--- src/rtl/ring_node_pkg.sv ---
// Shared helpers for the slotted ring node.
// Assumes node and slot identifiers lie in 0 .. ring size - 1.
package ring_node_pkg;

    // Hops from node 'here' to node 'there' going downstream; self counts a full loop.
    function automatic int unsigned ring_hops(int unsigned here, int unsigned there,
                                              int unsigned n);
        return ((there + n - here - 1) % n) + 1;
    endfunction

endpackage

--- src/rtl/rn_extract.sv ---
// Extraction stage: detects an occupied slot addressed to this node and
// registers its sender and payload towards the local input side.
// Assumes the receiver always accepts (no back-pressure on delivery).
module rn_extract #(
    parameter int NODE_ID = 0,
    parameter int ADDR_W  = 2,
    parameter int DATA_W  = 16
) (
    input  logic              clk,
    input  logic              rst_n,
    input  logic              in_valid,
    input  logic [ADDR_W-1:0] in_src,
    input  logic [ADDR_W-1:0] in_dst,
    input  logic [DATA_W-1:0] in_data,
    output logic              hit,
    output logic              slot_free,
    output logic              rx_valid,
    output logic [ADDR_W-1:0] rx_src,
    output logic [DATA_W-1:0] rx_data
);

    localparam logic [ADDR_W-1:0] OWN = ADDR_W'(NODE_ID);

    // Decide whether the slot ends here and whether it is free for reuse.
    always_comb begin
        hit       = in_valid && (in_dst == OWN);
        slot_free = !in_valid || hit;
    end

    // Hold the delivered message for one cycle on the local side.
    always_ff @(posedge clk) begin
        if (!rst_n) begin
            rx_valid <= 1'b0;
            rx_src   <= '0;
            rx_data  <= '0;
        end else begin
            rx_valid <= hit;
            if (hit) begin
                rx_src  <= in_src;
                rx_data <= in_data;
            end
        end
    end

    AST_DELIVER_NEXT: assert property (@(posedge clk) disable iff (!rst_n)
        (in_valid && in_dst == OWN) |=> (rx_valid && rx_src == $past(in_src)
                                         && rx_data == $past(in_data)));
    AST_NO_SPURIOUS_RX: assert property (@(posedge clk) disable iff (!rst_n)
        !(in_valid && in_dst == OWN) |=> !rx_valid);

endmodule

--- src/rtl/rn_inject.sv ---
// Access arbiter: grants the local queue the current slot under the
// ownership rule, and optionally under the take-over rule.
// Assumes extraction has already been accounted for in slot_free.
module rn_inject
    import ring_node_pkg::*;
#(
    parameter int NODE_ID  = 0,
    parameter int RING_N   = 4,
    parameter int ADDR_W   = 2,
    parameter bit TAKEOVER = 1'b1
) (
    input  logic              clk,
    input  logic              rst_n,
    input  logic              slot_free,
    input  logic [ADDR_W-1:0] in_id,
    input  logic              tx_valid,
    input  logic [ADDR_W-1:0] tx_dst,
    output logic              grant
);

    localparam logic [ADDR_W-1:0] OWN = ADDR_W'(NODE_ID);

    logic own_slot;
    logic foreign_ok;

    // Ownership test on the arriving slot.
    always_comb own_slot = (in_id == OWN);

    generate
        if (TAKEOVER) begin : g_takeover
            logic closer;
            // Receiver must be reached before the slot's owner.
            always_comb closer = ring_hops(NODE_ID, 32'(tx_dst), RING_N)
                               < ring_hops(NODE_ID, 32'(in_id), RING_N);
            always_comb foreign_ok = !own_slot && closer;

            AST_TAKEOVER_SHORTER: assert property (@(posedge clk) disable iff (!rst_n)
                (grant && in_id != OWN) |->
                (ring_hops(NODE_ID, 32'(tx_dst), RING_N)
                 < ring_hops(NODE_ID, 32'(in_id), RING_N)));
        end else begin : g_owner_only
            always_comb foreign_ok = 1'b0;

            AST_OWNER_ONLY: assert property (@(posedge clk) disable iff (!rst_n)
                grant |-> (in_id == OWN));
        end
    endgenerate

    // Final grant: queue has a message, slot is free, and a rule allows it.
    always_comb grant = tx_valid && slot_free && (own_slot || foreign_ok);

    AST_OWN_SLOT_GRANTED: assert property (@(posedge clk) disable iff (!rst_n)
        (tx_valid && slot_free && in_id == OWN) |-> grant);
    AST_GRANT_NEEDS_FREE: assert property (@(posedge clk) disable iff (!rst_n)
        grant |-> slot_free);

endmodule

--- src/rtl/rn_slot_reg.sv ---
// Output slot register: selects injected, emptied or forwarded contents
// and moves the slot one hop per cycle.
// Assumes grant already implies the slot is free.
module rn_slot_reg #(
    parameter int NODE_ID = 0,
    parameter int ADDR_W  = 2,
    parameter int DATA_W  = 16
) (
    input  logic              clk,
    input  logic              rst_n,
    input  logic              in_valid,
    input  logic [ADDR_W-1:0] in_id,
    input  logic [ADDR_W-1:0] in_src,
    input  logic [ADDR_W-1:0] in_dst,
    input  logic [DATA_W-1:0] in_data,
    input  logic              hit,
    input  logic              grant,
    input  logic [ADDR_W-1:0] tx_dst,
    input  logic [DATA_W-1:0] tx_data,
    output logic              out_valid,
    output logic [ADDR_W-1:0] out_id,
    output logic [ADDR_W-1:0] out_src,
    output logic [ADDR_W-1:0] out_dst,
    output logic [DATA_W-1:0] out_data
);

    localparam logic [ADDR_W-1:0] OWN = ADDR_W'(NODE_ID);

    logic              nx_valid;
    logic [ADDR_W-1:0] nx_src;
    logic [ADDR_W-1:0] nx_dst;
    logic [DATA_W-1:0] nx_data;

    // Choose slot contents: injection over emptying over forwarding.
    always_comb begin
        nx_valid = in_valid;
        nx_src   = in_src;
        nx_dst   = in_dst;
        nx_data  = in_data;
        if (grant) begin
            nx_valid = 1'b1;
            nx_src   = OWN;
            nx_dst   = tx_dst;
            nx_data  = tx_data;
        end else if (hit) begin
            nx_valid = 1'b0;
            nx_src   = '0;
            nx_dst   = '0;
            nx_data  = '0;
        end
    end

    // Advance the slot one node; reset leaves this node's own slot empty.
    always_ff @(posedge clk) begin
        if (!rst_n) begin
            out_valid <= 1'b0;
            out_id    <= OWN;
            out_src   <= '0;
            out_dst   <= '0;
            out_data  <= '0;
        end else begin
            out_valid <= nx_valid;
            out_id    <= in_id;
            out_src   <= nx_src;
            out_dst   <= nx_dst;
            out_data  <= nx_data;
        end
    end

    AST_ID_ONE_HOP: assert property (@(posedge clk) disable iff (!rst_n)
        rst_n |=> (out_id == $past(in_id)));
    AST_FORWARD_UNCHANGED: assert property (@(posedge clk) disable iff (!rst_n)
        (in_valid && in_dst != OWN) |=> (out_valid && out_src == $past(in_src)
            && out_dst == $past(in_dst) && out_data == $past(in_data)));
    AST_EMPTIED_CLEAR: assert property (@(posedge clk) disable iff (!rst_n)
        (hit && !grant) |=> (!out_valid && out_data == '0));

endmodule

--- src/rtl/ring_node.sv ---
// One node of a unidirectional slotted ring. Extracts slots addressed to
// it, forwards the rest, and injects local messages into free slots it
// may use. Assumes ring_out of this node feeds ring_in of the next.
module ring_node #(
    parameter int NODE_ID  = 1,
    parameter int RING_N   = 4,
    parameter int TOKENS   = 2,
    parameter int TOKEN_W  = 8,
    parameter bit TAKEOVER = 1'b1,
    localparam int ADDR_W  = (RING_N > 1) ? $clog2(RING_N) : 1,
    localparam int DATA_W  = TOKENS * TOKEN_W
) (
    input  logic              clk,
    input  logic              rst_n,
    input  logic              ring_in_valid,
    input  logic [ADDR_W-1:0] ring_in_id,
    input  logic [ADDR_W-1:0] ring_in_src,
    input  logic [ADDR_W-1:0] ring_in_dst,
    input  logic [DATA_W-1:0] ring_in_data,
    output logic              ring_out_valid,
    output logic [ADDR_W-1:0] ring_out_id,
    output logic [ADDR_W-1:0] ring_out_src,
    output logic [ADDR_W-1:0] ring_out_dst,
    output logic [DATA_W-1:0] ring_out_data,
    input  logic              tx_valid,
    output logic              tx_ready,
    input  logic [ADDR_W-1:0] tx_dst,
    input  logic [DATA_W-1:0] tx_data,
    output logic              rx_valid,
    output logic [ADDR_W-1:0] rx_src,
    output logic [DATA_W-1:0] rx_data
);

    logic hit;
    logic slot_free;
    logic grant;

    rn_extract #(
        .NODE_ID (NODE_ID),
        .ADDR_W  (ADDR_W),
        .DATA_W  (DATA_W)
    ) u_extract (
        .clk       (clk),
        .rst_n     (rst_n),
        .in_valid  (ring_in_valid),
        .in_src    (ring_in_src),
        .in_dst    (ring_in_dst),
        .in_data   (ring_in_data),
        .hit       (hit),
        .slot_free (slot_free),
        .rx_valid  (rx_valid),
        .rx_src    (rx_src),
        .rx_data   (rx_data)
    );

    rn_inject #(
        .NODE_ID  (NODE_ID),
        .RING_N   (RING_N),
        .ADDR_W   (ADDR_W),
        .TAKEOVER (TAKEOVER)
    ) u_inject (
        .clk       (clk),
        .rst_n     (rst_n),
        .slot_free (slot_free),
        .in_id     (ring_in_id),
        .tx_valid  (tx_valid),
        .tx_dst    (tx_dst),
        .grant     (grant)
    );

    rn_slot_reg #(
        .NODE_ID (NODE_ID),
        .ADDR_W  (ADDR_W),
        .DATA_W  (DATA_W)
    ) u_slot (
        .clk       (clk),
        .rst_n     (rst_n),
        .in_valid  (ring_in_valid),
        .in_id     (ring_in_id),
        .in_src    (ring_in_src),
        .in_dst    (ring_in_dst),
        .in_data   (ring_in_data),
        .hit       (hit),
        .grant     (grant),
        .tx_dst    (tx_dst),
        .tx_data   (tx_data),
        .out_valid (ring_out_valid),
        .out_id    (ring_out_id),
        .out_src   (ring_out_src),
        .out_dst   (ring_out_dst),
        .out_data  (ring_out_data)
    );

    // Queue handshake: the message is taken exactly when a slot is granted.
    always_comb tx_ready = grant;

    AST_READY_NEEDS_VALID: assert property (@(posedge clk) disable iff (!rst_n)
        tx_ready |-> tx_valid);
    AST_INJECT_VISIBLE: assert property (@(posedge clk) disable iff (!rst_n)
        (tx_valid && tx_ready) |=> (ring_out_valid
            && ring_out_src == ADDR_W'(NODE_ID) && ring_out_dst == $past(tx_dst)
            && ring_out_data == $past(tx_data)));
    AST_RESET_EMPTY: assert property (@(posedge clk)
        !rst_n |=> (!ring_out_valid && !rx_valid
                    && ring_out_id == ADDR_W'(NODE_ID)));

endmodule

--- config.mk ---
export PLATFORM = sky130hd
export DESIGN_NAME = ring_node
export DESIGN_NICKNAME = d
export VERILOG_FILES = /design/src/rtl/ring_node_pkg.sv /design/src/rtl/rn_extract.sv /design/src/rtl/rn_inject.sv /design/src/rtl/rn_slot_reg.sv /design/src/rtl/ring_node.sv
export SDC_FILE = /design/constraint.sdc
export NUM_CORES = 1
export LEC_CHECK = 0
export ABC_AREA = 1
export CAP_MARGIN = 0
export CELL_PAD_IN_SITES_DETAIL_PLACEMENT = 0
export CELL_PAD_IN_SITES_GLOBAL_PLACEMENT = 1
export CORE_UTILIZATION = 29
export DETAILED_ROUTE_END_ITERATION = 12
export PLACE_DENSITY = 0.89
export SKIP_CTS_REPAIR_TIMING = 1
export SYNTH_ARGS = -nofsm -noshare
export SYNTH_HDL_FRONTEND = slang
export SYNTH_HIERARCHICAL = 1
export SYNTH_SLANG_ARGS = --single-unit
export TNS_END_PERCENT = 10
--- constraint.sdc ---
create_clock -name clk -period 3.45 [get_ports clk]
set_clock_uncertainty 0.15 [all_clocks]
set_input_delay 0.5175 -clock clk [delete_from_list [all_inputs] [get_ports clk]]
set_output_delay 0.5175 -clock clk [all_outputs]
set_load 0.02 [all_outputs]
# [After elaboration in Yosys (flattened, before gate mapping)]
# Index checks and enable logic that the tools add are counted.
[totals] regBits=42 wordCells=38 inputBits=44 output_inout_bits=43
[op_classes] addsub=8 reduce_logical=9 order_cmp=1 mux=8 n_eq_ne=2 n_bitwise=1
[ops] op="32-bit < comparator" count=1
[ops] op="16-bit two-way mux" count=2
[ops] op="2-bit by 1-bit subtractor with 2-bit output (second input constant)" count=4
[ops] op="2-bit by 1-bit adder with 3-bit output (second input constant)" count=2
[ops] op="2-bit by 1-bit adder with 2-bit output (second input constant)" count=2
[ops] op="2-bit by 1-bit equality test with 1-bit output (second input constant)" count=2
[ops] op="1-bit logical AND" count=4
[ops] op="1-bit two-way mux" count=4
[ops] op="2-bit two-way mux" count=2
[ops] op="3-bit OR reduction" count=1
[ops] op="1-bit logical NOT" count=2
[ops] op="1-bit logical OR" count=2
[ops] op="1-bit NOT" count=1

# [Depth between registers and ports, before layout]
[depth] depth_word=9 mapped_depth=14 depth_no_buf=13

# [Hierarchy]
# The synthesis kept the hierarchy.
[modules_own_cells] mod="rn_extract" seq_area_each_um2=380.4 instances=1 cells_per_inst=122 area_per_inst_um2=830.8
[modules_own_cells] mod="rn_slot_reg" seq_area_each_um2=460.4 instances=1 cells_per_inst=96 area_per_inst_um2=778.2
[modules_own_cells] mod="rn_inject" seq_area_each_um2=0.0 instances=1 cells_per_inst=17 area_per_inst_um2=105.1

# [Least setup slack after synthesis]
# OpenSTA, ideal clock, no wires.
[synth_path] kind="input to register" start="input port tx_dst[1]" end="register u_slot.out_data[0]" stages=13 n_path_buf=1 arrival_time_ns=2.133 required_time_ns=3.242 slack_ns=1.109 setup_time_ns=0.058 cell_sequence="inv_1 ha_1 ha_1 nand2_1 inv_1 nand2_1 nand2_1 a21oi_2 nand2_1 inv_2 buf_6 nand2_1 nand2_1"
[synth_between] elab_chain_cells=9
[synth_rtl] element="start: declaration" line="ring_node.sv:27" text="input logic [ADDR_W-1:0] tx_dst,"
[synth_rtl] element="2-bit by 1-bit adder with 2-bit output" line="ring_node_pkg.sv:8" text="return ((there + n - here - 1) % n) + 1;"
[synth_rtl] element="2-bit by 1-bit subtractor with 2-bit output (2 in series)" line="ring_node_pkg.sv:8"
[synth_rtl] element="2-bit by 1-bit adder with 3-bit output" line="ring_node_pkg.sv:8"
[synth_rtl] element="32-bit < comparator" line="rn_inject.sv:34" text="< ring_hops(NODE_ID, 32'(in_id), RING_N);"
[synth_rtl] element="1-bit logical AND" line="rn_inject.sv:35" text="always_comb foreign_ok = !own_slot && closer;"
[synth_rtl] element="1-bit logical OR" line="rn_inject.sv:50" text="always_comb grant = tx_valid && slot_free && (own_slot || foreign_ok);"
[synth_rtl] element="1-bit logical AND" line="rn_inject.sv:50"
[synth_rtl] element="named net tx_ready" line="ring_node.sv:26" text="output logic tx_ready,"
[synth_rtl] element="16-bit two-way mux" line="rn_slot_reg.sv:40" text="if (grant) begin"
[synth_rtl] element="end signal: assignment" line="rn_slot_reg.sv:66" text="out_data <= nx_data;"
[synth_rtl] element="end: declaration" line="rn_slot_reg.sv:24" text="output logic [DATA_W-1:0] out_data"
# The timed path passes the listed nets, and every way through them passes these cells.
# A chain may end at the register's enable or synchronous reset.

# [Worst setup path in the final report]
[layout_path] start="input port ring_in_id[1]" end="output port tx_ready"
[layout_between] elab_chain_cells=8 word_cells_on_any_way=10 classes_between="4 x add/sub; 1 x order compare; 1 x eq/ne; 4 x reduce/logical"
[layout_rtl] element="start: declaration" line="ring_node.sv:16" text="input logic [ADDR_W-1:0] ring_in_id,"
[layout_rtl] element="2-bit by 1-bit adder with 2-bit output" line="ring_node_pkg.sv:8"
[layout_rtl] element="2-bit by 1-bit subtractor with 2-bit output (2 in series)" line="ring_node_pkg.sv:8"
[layout_rtl] element="2-bit by 1-bit adder with 3-bit output" line="ring_node_pkg.sv:8"
[layout_rtl] element="32-bit < comparator" line="rn_inject.sv:34"
[layout_rtl] element="1-bit logical AND" line="rn_inject.sv:35"
[layout_rtl] element="1-bit logical OR *" line="rn_inject.sv:50"
[layout_rtl] element="1-bit logical AND *" line="rn_inject.sv:50"
[layout_rtl] element="end: declaration" line="ring_node.sv:26"
# Every way passes the cells marked *; elsewhere a longest branch is shown, timed or not.

==> key figures <==
Outcome
  • Run status: completed

Setup path
  • Critical register-to-register path startpoint: u_extract/rx_data[8]
  • Launch point of the critical path: ring_in_id[1]
  • Class of the most critical setup path: input pin to output port
  • Crit Reg-Reg Endpoint: u_extract/rx_data[8]
  • Critical path destination: tx_ready
  • Critical-path maximum fanout: 2
  • Depth of the most critical reg-to-reg path: 4
  • Required time at the endpoint of the critical path: 2.78 ns
  • Internal reg-to-reg setup slack: 2.66 ns
  • Arr. time, crit path: 2.56 ns
  • Worst setup SP type: input pin
  • Worst setup EP type: output port

STA
  • Setup Total Neg Slack: 0 ns
  • PnR worst setup slack: 0.220 ns
  • Number of setup violations in the final report: 0
  • Number of failing hold endpoints at the final stage: 0
  • Slew margin rel.: 65.3%
  • Max-slew violation count: 0
  • Worst hold slack: 0.362 ns
  • RSZ-0062 raised after global routing: false
  • Maximum clock frequency: 310 MHz
  • Crit share post-route: 93.6%
  • Worst-Margin Slew: 0.519 ns
  • Final critical-path required period: 3.23 ns

Route
  • Vias after detailed routing: 1614
  • DRT antenna net count: 0
  • Pre-Repair DR Iteration Count: 4
  • DR iter-0 viols: 63
  • Detailed-route DRC error count: 0
  • Average vias per placed instance: 4.09
  • Detailed-route wire length: 4150 um
  • Average routed wire per standard cell: 10.5 um

Place
  • Post-Place Cell Area: 2610 um2
  • Count of input and output buffers: 86
  • Setup slack after placement: 0.202 ns
  • Placed wire-length estimate: 2920 um
  • Placed cell count: 387
  • Routability cong.: 0.685

Die
  • Row count: 27
  • Die X: 78.9 um
  • Boundary Pins: 87
  • Initial cell density of the core: 30.6%
  • Die Y: 78.9 um
  • Die ar.: 6220 um2
  • Standard cell core area: 5610 um2

Synth
  • Net Count, Synth: 283
  • Number of distinct library cell variants in the gate-level netlist after synthesis: 16
  • Sequential cell area fraction in the yosys report: 49.1%
  • Biggest area contributors in the synthesized netlist: sky130_fd_sc_hd__dfxtp_1 (49%), sky130_fd_sc_hd__nand2_1 (19%), sky130_fd_sc_hd__inv_1 (6.8%)
  • Count of mapped cells out of synthesis: 235
  • Cell area after synthesis: 1710 um2
  • Total number of yosys warnings: 6
  • Cell taking the most area after synthesis: sky130_fd_sc_hd__dfxtp_1
  • Yosys top cell area share: 49.1%
  • Mean instance size in the synthesized netlist: 7.29 um2
  • Number of storage elements in the synthesis netlist: 42

Finish
  • Synthesis-to-finish area growth: 58.8%
  • Ant. Diodes: 0
  • Top library cells by usage in the layout, fill and taps aside: sky130_fd_sc_hd__clkdlybuf4s50_1 (86), sky130_fd_sc_hd__nand2_1 (85), sky130_fd_sc_hd__dfxtp_1 (42), sky130_fd_sc_hd__inv_1 (31), sky130_fd_sc_hd__nor2_1 (28)
  • Share of the core filled with cells: 48.5%
  • Share of post-route cells with drive strength above 1: 8.05%
  • Most common cell after layout, fill and taps aside: sky130_fd_sc_hd__clkdlybuf4s50_1
  • # nets final: 370
  • Post-route cell area: 2720 um2
  • Filler-free cell count of the finished design: 395

Clock tree
  • Maximum buffer depth of the clock tree: 2
  • TritonCTS clock tree: done
  • Number of CTS-inserted buffers: 5
  • Clock-pin slew on the worst setup and hold paths: 0.08 ns
  • Clock root cell: sky130_fd_sc_hd__clkbuf_8
  • Clk_lat worst skew: 0.29 ns
  • Sink count of the clock tree: 42
  • Depth of the CTS H-tree: 2

Pwr
  • Net switching fraction of the power: 26.4%
  • Fraction of power consumed by combinational cells: 22.3%
  • Clock power frac: 32.6%
  • Sw Pwr: 0.310 mW
  • Total power: 1.17 mW
  • Standby leakage power: 1.31 nW
  • Internal: 0.864 mW
  • Sequential cell fraction of total power: 45.1%
  • Worst IR drop on VDD: 179 uV
  • Power per cell area: 431 nW/um2

Flow run
  • Number of max-cap violations: 0

Global routing
  • Vias in the first global route: 1554
  • Wire length of the first global-routing pass: 7010 um
  • Initial antenna violation count: 0
  • Maximum number of pins on one net before global-route repair: 38
  • GRT Resource Usage Total: 14.6%
  • GR Overflow Total: 0

Worst hold path
  • Worst Hold Class: flop to flop
worst min path at each step:
stage / start / endpoint / slack, ns / cells past startpoint
2_1_floorplan: u_extract/rx_data[0] / u_extract/rx_data[0] / 0.44 / 4
3_3_place_gp: u_extract/rx_data[13] / u_extract/rx_data[13] / 0.35 / 4
3_5_place_dp: u_extract/rx_data[1] / u_extract/rx_data[1] / 0.35 / 4
4_1_cts: u_extract/rx_data[1] / u_extract/rx_data[1] / 0.36 / 4
5_1_grt: u_extract/rx_data[0] / u_extract/rx_data[0] / 0.40 / 4
6_report: u_extract/rx_data[1] / u_extract/rx_data[1] / 0.36 / 4
metal layers:
layer | share of wire [%] | track usage, % | vias up
met5 | 0 | 0 | -
met2 | 47 | 25.6 | 47
li1 | - | - | 867
met4 | 0.87 | 6.55 | 0
met1 | 45 | 16.2 | 696
met3 | 6.9 | 4.48 | 4
power by group through the flow:
stage	registers (mW)	clock network (mW)	logic, mW
finish	0.530	0.382	0.262
global route	0.534	0.419	0.289
CTS	0.531	0.401	0.266
detailed placement	0.542	0	0.264
global placement	0.541	0	0.263
floorplan	0.587	0	0.0791
layout make-up:
| cell class | count | area, um2 |
|---|---|---|
| fillers | 570 | 2890 |
| flip-flops and latches | 42 | 841 |
| inverters | 32 | 120 |
| repair buffers | 90 | 891 |
| clock buffers | 5 | 68.8 |
| well taps | 72 | 90.1 |
| clock inverters | 3 | 40.0 |
| multi-input cells | 151 | 672 |
sequential cells by signal, indices dropped and copies added (netlist names):
| signal | cells |
|---|---|
| u_extract/rx_data | 16 |
| u_slot/out_data | 16 |
| u_extract/rx_src | 2 |
| u_slot/out_dst | 2 |
| u_slot/out_id | 2 |
| u_slot/out_src | 2 |
| u_extract/rx_valid | 1 |
| u_slot/out_valid | 1 |
synthesized netlist by cell type:
master,number
sky130_fd_sc_hd__nand2_1,85
sky130_fd_sc_hd__dfxtp_1,42
sky130_fd_sc_hd__inv_1,31
sky130_fd_sc_hd__nor2_1,28
sky130_fd_sc_hd__nand3_1,20
sky130_fd_sc_hd__nor2_2,10
sky130_fd_sc_hd__buf_2,5
sky130_fd_sc_hd__ha_1,4
sky130_fd_sc_hd__buf_6,3
sky130_fd_sc_hd__a21oi_1,1
sky130_fd_sc_hd__a21oi_2,1
sky130_fd_sc_hd__buf_4,1
sky130_fd_sc_hd__buf_8,1
sky130_fd_sc_hd__inv_2,1
sky130_fd_sc_hd__nand3_2,1
sky130_fd_sc_hd__nor2_4,1
worst max-delay path: stages:
cell,delay (ns)
sky130_fd_sc_hd__clkdlybuf4s50_1,0.47
sky130_fd_sc_hd__inv_1,0.05
sky130_fd_sc_hd__ha_1,0.26
sky130_fd_sc_hd__inv_1,0.04
sky130_fd_sc_hd__ha_1,0.26
sky130_fd_sc_hd__nand2_1,0.06
sky130_fd_sc_hd__inv_1,0.04
sky130_fd_sc_hd__nand2_1,0.04
sky130_fd_sc_hd__nand2_1,0.05
sky130_fd_sc_hd__a21oi_2,0.14
sky130_fd_sc_hd__clkdlybuf4s50_1,0.63
logic make-up after synthesis:
| kind of cell | synth area share (%) |
|---|---|
| compound gates | 0.803 |
| fa+ha+maj | 2.92 |
| buf+inv | 11.8 |
| flops | 49.1 |
| simple gates | 35.5 |
Power figures use the tool's default switching activity.
